## config.mk

```make
export PLATFORM = sky130hd
export DESIGN_NAME = bus_idle_gap
export DESIGN_NICKNAME = d
export VERILOG_FILES = /design/src/rtl/bgap_pkg.sv /design/src/rtl/bgap_gap_sel.sv /design/src/rtl/bgap_seq.sv /design/src/rtl/bgap_strobe.sv /design/src/rtl/bus_idle_gap.sv
export SDC_FILE = /design/constraint.sdc
export NUM_CORES = 1
export LEC_CHECK = 0
export BUFFER_PORTS_ARGS = -buffer_cell sky130_fd_sc_hd__buf_2
export CAP_MARGIN = 20
export CORE_UTILIZATION = 39
export DETAILED_ROUTE_END_ITERATION = 10
export PLACE_DENSITY = 0.71
export SLEW_MARGIN = 20
export SYNTH_ARGS = -nofsm -noshare
export SYNTH_HDL_FRONTEND = slang
export SYNTH_SLANG_ARGS = --single-unit
```

## constraint.sdc

```tcl
create_clock -name clk_i -period 1.5 [get_ports clk_i]
set_input_delay 0.15 -clock clk_i [delete_from_list [all_inputs] [get_ports clk_i]]
set_output_delay 0.15 -clock clk_i [all_outputs]
set_load 0.05 [all_outputs]
```

## src/rtl/bgap_pkg.sv

```systemverilog
package bgap_pkg;
  typedef enum logic [2:0] {
    BS_FREE = 3'd0,
    BS_IDLE = 3'd1,
    BS_T1   = 3'd2,
    BS_T2   = 3'd3,
    BS_T3   = 3'd4
  } bus_st_e;
endpackage

```

## src/rtl/bgap_gap_sel.sv

```systemverilog
module bgap_gap_sel #(
  parameter int N_AREA = 8,
  parameter int GW     = 2,
  localparam int AW    = $clog2(N_AREA)
) (
  input  logic [AW-1:0]     area_i,
  input  logic [N_AREA-1:0] sel_i,
  input  logic [GW-1:0]     gap_a_i,
  input  logic [GW-1:0]     gap_b_i,
  output logic [GW-1:0]     gap_o
);
  logic use_b;
  assign use_b = sel_i[area_i];
  assign gap_o = use_b ? gap_b_i : gap_a_i;
endmodule

```

## src/rtl/bgap_seq.sv

```systemverilog
module bgap_seq
  import bgap_pkg::*;
#(
  parameter int N_AREA = 8,
  parameter int GW     = 2,
  localparam int AW    = $clog2(N_AREA)
) (
  input  logic          clk_i,
  input  logic          rst_ni,
  input  logic          req_i,
  input  logic          req_wr_i,
  input  logic [AW-1:0] req_area_i,
  input  logic          war_en_i,
  input  logic [GW-1:0] gap_i,
  output logic          ack_o,
  output bus_st_e       st_o,
  output logic          wr_o,
  output logic [AW-1:0] area_o
);
  bus_st_e       st_q, st_d;
  logic [GW-1:0] cnt_q, cnt_d;
  logic          wr_q, wr_d;
  logic [AW-1:0] area_q, area_d;
  logic          ready, after_rd, insert;

  // final state of a read is T3; of a write, T2
  assign ready    = (st_q == BS_FREE) || (st_q == BS_T3) || (st_q == BS_T2 && wr_q);
  assign after_rd = (st_q == BS_T3);
  assign ack_o    = req_i && ready;
  assign insert   = req_wr_i && after_rd && war_en_i;

  always_comb begin
    st_d   = st_q;
    cnt_d  = cnt_q;
    wr_d   = wr_q;
    area_d = area_q;
    if (ack_o) begin
      st_d   = insert ? BS_IDLE : BS_T1;
      cnt_d  = gap_i;
      wr_d   = req_wr_i;
      area_d = req_area_i;
    end else begin
      unique case (st_q)
        BS_IDLE: begin
          if (cnt_q == '0) st_d = BS_T1;
          else             cnt_d = cnt_q - {{(GW-1){1'b0}}, 1'b1};
        end
        BS_T1:   st_d = BS_T2;
        BS_T2:   st_d = wr_q ? BS_FREE : BS_T3;
        BS_T3:   st_d = BS_FREE;
        default: st_d = BS_FREE;
      endcase
    end
  end

  always_ff @(posedge clk_i or negedge rst_ni) begin
    if (!rst_ni) begin
      st_q   <= BS_FREE;
      cnt_q  <= '0;
      wr_q   <= 1'b0;
      area_q <= '0;
    end else begin
      st_q   <= st_d;
      cnt_q  <= cnt_d;
      wr_q   <= wr_d;
      area_q <= area_d;
    end
  end

  assign st_o   = st_q;
  assign wr_o   = wr_q;
  assign area_o = area_q;
endmodule

```

## src/rtl/bgap_strobe.sv

```systemverilog
module bgap_strobe
  import bgap_pkg::*;
#(
  parameter int N_AREA = 8,
  localparam int AW    = $clog2(N_AREA)
) (
  input  bus_st_e           st_i,
  input  logic              wr_i,
  input  logic [AW-1:0]     area_i,
  output logic [N_AREA-1:0] cs_n_o,
  output logic              rd_n_o,
  output logic              wr_n_o,
  output logic              dout_en_o
);
  logic active;
  assign active = (st_i == BS_T1) || (st_i == BS_T2) || (st_i == BS_T3);

  for (genvar g = 0; g < N_AREA; g++) begin : g_cs
    assign cs_n_o[g] = !(active && (area_i == AW'(g)));
  end

  assign rd_n_o    = !(!wr_i && ((st_i == BS_T2) || (st_i == BS_T3)));
  assign wr_n_o    = !(wr_i && (st_i == BS_T2));
  assign dout_en_o = wr_i && ((st_i == BS_T1) || (st_i == BS_T2));
endmodule

```

## src/rtl/bus_idle_gap.sv

```systemverilog
module bus_idle_gap
  import bgap_pkg::*;
#(
  parameter int N_AREA = 8,
  parameter int GW     = 2,
  localparam int AW    = $clog2(N_AREA)
) (
  input  logic              clk_i,
  input  logic              rst_ni,
  input  logic              req_i,
  input  logic              req_wr_i,
  input  logic [AW-1:0]     req_area_i,
  input  logic              war_en_i,
  input  logic [N_AREA-1:0] area_sel_i,
  input  logic [GW-1:0]     gap_a_i,
  input  logic [GW-1:0]     gap_b_i,
  output logic              ack_o,
  output logic [2:0]        bus_st_o,
  output logic [N_AREA-1:0] cs_n_o,
  output logic              rd_n_o,
  output logic              wr_n_o,
  output logic              dout_en_o
);
  logic [GW-1:0] gap;
  bus_st_e       st;
  logic          cur_wr;
  logic [AW-1:0] cur_area;

  bgap_gap_sel #(.N_AREA(N_AREA), .GW(GW)) u_sel (
    .area_i  (req_area_i),
    .sel_i   (area_sel_i),
    .gap_a_i (gap_a_i),
    .gap_b_i (gap_b_i),
    .gap_o   (gap)
  );

  bgap_seq #(.N_AREA(N_AREA), .GW(GW)) u_seq (
    .clk_i      (clk_i),
    .rst_ni     (rst_ni),
    .req_i      (req_i),
    .req_wr_i   (req_wr_i),
    .req_area_i (req_area_i),
    .war_en_i   (war_en_i),
    .gap_i      (gap),
    .ack_o      (ack_o),
    .st_o       (st),
    .wr_o       (cur_wr),
    .area_o     (cur_area)
  );

  bgap_strobe #(.N_AREA(N_AREA)) u_stb (
    .st_i      (st),
    .wr_i      (cur_wr),
    .area_i    (cur_area),
    .cs_n_o    (cs_n_o),
    .rd_n_o    (rd_n_o),
    .wr_n_o    (wr_n_o),
    .dout_en_o (dout_en_o)
  );

  assign bus_st_o = st;
endmodule

```

==> results <==
- The flow ran to the end, but the final reports show violations.
- The checks that failed: negative setup slack.
- In the post-route analysis, the smallest setup slack over all paths is -188 ps.
- The wire length after detailed routing is ~1900 um.
- Of all nets on the critical path, the largest fanout is 4.
- The slew of the pin with the lowest slew margin is about 420 ps.
- The critical path is of the flop to output pin type.
- The worst vdd rail ir drop is 1390 uV.
- The number of instances in the synthesized netlist is 68.
- After global routing the overflow that remains totals 0.
- The antenna violation net count after detailed routing is 0.
- The vertical die dimension is roughly 43 um.
- The number of global-route vias before repair came to 645.
- Based on the critical path, the design can be clocked at up to 0.593 GHz.
- The register area share after synthesis is 0.347.
- The first routing iteration left 4 violations.
- For this configuration, the core starts out at a cell density of 0.425.
- The flip-flop and latch count after synthesis is 9.
- Across the routed clock network, the largest skew measured is between 3 and 4 ps.
- The predominant post-synthesis flop cell is sky130_fd_sc_hd__dfrtp_1.
- The layout cell share with drive strength beyond 1 is 0.686.
- Compared with the post-synthesis result, the final layout area differs by 84.6%.
- The critical path data required time is ~1400 ps.
- The tool flagged a number of max-cap violations equal to 0.
- The number of clock buffers inserted by TritonCTS is 3.
- The worst pin sits at a relative slew slack of 0.721.
- The synthesized netlist contains 25 unique library cells.
- The pin count of the biggest net entering global routing is 10.
- In this run the core area contains 14 standard-cell rows.
- The total number of nets in the final design is 140.
- Setup repair after global routing could not meet its margin everywhere.
- For the worst setup path, the data arrival time is 1540 ps.
- Power spread over the standard cell area amounts to ~2400 nW/um^2.
- STA classifies the critical path endpoint as an output pin.
- Leaving out fill and tap cells, the most frequent cell in the layout is sky130_fd_sc_hd__buf_2.
- 0 antenna diodes ended up in the layout.
- Yosys mapped a number of flops with a built-in enable equal to 0.
- The number of buffers inserted by port buffering is 34.
- The clock passes through at most 2 buffers.
- The number of placed instances, taps included, is between 100 and 150.
- Setup violations remaining at the end of the flow were counted as 11.
- The final max-slew violation count is 0.
- The synthesized cell area is between 600 and 700 um^2.
- Counting every sink on the clock net gives 9.
- Clock-pin slew was measured on the worst setup and hold paths at approximately 70 ps.
- The cell sitting at the root of the clock tree is a sky130_fd_sc_hd__clkbuf_4.
- For this run, design rule violations remaining after detail routing come to 0.
- The insertion delay of the later-clocked pin in the worst-skew pair is 250 ps.
- For this run, the total global-route usage over all layers was measured as 0.209.
- The first global-routing pass estimated roughly 2900 um of wire.
- The number of failing hold endpoints at the final stage is 0.
- The area of the core is 1520 um^2.
- The final RePlAce weighted congestion is 0.748.
- At the placement stage, the worst setup path has a slack of -44.5 ps.
- Dividing the detail-routed wire length by the instance count gives around 14 um.
- The synthesis warning total is 0.
- The area of the die is 1830 um^2.
- The routed layout has between 600 and 700 vias.
- For this design the static power due to leakage is approximately 0.61 nW.
- CTS built an H-tree with a depth of 1.
- The width of the die is approximately 43 um.
- The pre-antenna-repair detailed-routing pass consisted of 4 iterations.
- At the end of the flow the core is filled with cells to 0.785.
- The share of flip-flops with an asynchronous set or reset after synthesis is 1.00.
- The post-layout minimum cycle time is approximately 1700 ps.
- The worst setup path is launched from a flop.
- Dividing the final minimum period by the clock period gives 1.13.
- In this run the count of I/O pins placed on the die edge is 35.
- Each instance of the synthesized netlist takes up on average roughly 9.5 um^2.
- The hold slack is 166 ps.
- Once detailed placement completed, the half-perimeter wirelength came to approximately 1300 um.
- The post-route non-filler standard cell count is approximately 130.
- After detailed routing, the number of vias per cell comes to 5.22.
- The initial antenna violation count came to 0.
- In the layout the commonest cells are sky130_fd_sc_hd__buf_2, sky130_fd_sc_hd__buf_4, sky130_fd_sc_hd__buf_6.
- The number of nets in the synthesized netlist is 89.
- TritonCTS built the clock tree.
- The class of the most critical hold timing path is input port to flop.
-- area by class of cell --
type / instances / area (um^2)
multi-input cells: 51 / 536
repair buffers: 49 / 363
fillers: 106 / 328
flip-flops and latches: 9 / 229
clock buffers: 4 / 26.3
inverters: 5 / 22.5
well taps: 16 / 20.0
-- repair_timing --
item,CTS,global route
endpoints found under the setup margin,10,15
endpoints found under the hold margin,9,0
resized for setup,27,7
pin swaps,9,2
hold buffers,1,0
setup buffers,6,2
-- sequential cells by signal, indices dropped and copies added (netlist names) --
| name | cells |
|---|---|
| u_seq.area_o | 3 |
| u_seq.cnt_q | 2 |
| u_seq.st_o | 3 |
| u_seq.wr_o | 1 |
-- critical path, cell delays in order (launching register included) --
cell and delay, ps:
sky130_fd_sc_hd__dfrtp_2 440, sky130_fd_sc_hd__nor3b_4 230, sky130_fd_sc_hd__a21oi_2 100, sky130_fd_sc_hd__nor2_4 250
sky130_fd_sc_hd__nand3_4 110, sky130_fd_sc_hd__buf_6 170
-- cells in the mapped netlist (all sizes together) (2+ instances only) --
cell type	n	area share
nor3b	2	0.031
mux2	5	0.087
a21oi	4	0.031
nor2	6	0.035
buf	2	0.015
nand2	9	0.052
nand2b	2	0.019
o21ai	2	0.021
mux2i	4	0.081
nand3	4	0.031
nor3	2	0.015
nor2b	3	0.029
dfrtp	9	0.35
inv	5	0.029
mux4	2	0.081
-- cells by family (layout without fill, tap and decap cells) --
kind of cell,Yosys count,count (layout),synth area share
flip-flops,9,9,0.347
AO/OA/AOI/OAI,9,9,0.0965
multiplexers,11,11,0.249
buffers and inverters,8,58,0.0502
AND/OR/NAND/NOR,30,30,0.237
adder cells (fa/ha/maj),1,1,0.0193
-- final timing paths --
path / start / to / slack (ps) / cells after the start
worst min-delay path: req_area_i[2] / u_seq.area_o[2] / 170 / 2
worst max-delay path: u_seq.st_o[0] / cs_n_o[5] / -190 / 5
worst max register to register: u_seq.st_o[2] / u_seq.cnt_q[1] / -100 / 7
worst min register to register: u_seq.wr_o / u_seq.st_o[2] / 540 / 2
max in group asynchronous: rst_ni / u_seq.st_o[0] / 1000 / 2
min in group asynchronous: rst_ni / u_seq.st_o[2] / 290 / 2
-- per-layer routing --
metal | wire, um | GRT usage | vias up | part of all wire
li1 | - | - | 339 | -
met4 | 6 | 0.0563 | 0 | 0.0031
met1 | 726 | 0.248 | 332 | 0.38
met5 | 0 | 0 | - | 0
met2 | 1110 | 0.388 | 26 | 0.58
met3 | 78 | 0.0255 | 2 | 0.041
-- report_power, final --
| group | total, W | internal, W | switching [W] | leakage [nW] |
|---|---|---|---|---|
| Combinational | 0.00216 | 0.000909 | 0.00125 | 0.491 |
| Clock | 0.000187 | 0.000102 | 0.0000845 | 0.0150 |
| Sequential | 0.000544 | 0.000374 | 0.000170 | 0.105 |
| Total | 0.00289 | 0.00139 | 0.00151 | 0.611 |
-- metrics by stage --
| stage | TNS [ps] | total power (W) | area, um^2 |
|---|---|---|---|
| after global placement | 0 | 0.00223 | 985 |
| after floorplan | -1880 | 0.00192 | 769 |
| after CTS | -1340 | 0.00275 | 1150 |
| after detailed placement | -44.5 | 0.00228 | 985 |
| final | -1500 | 0.00289 | 1200 |
| after global routing | -2290 | 0.00305 | 1200 |
No activity file was read; power rests on OpenSTA's default activity.
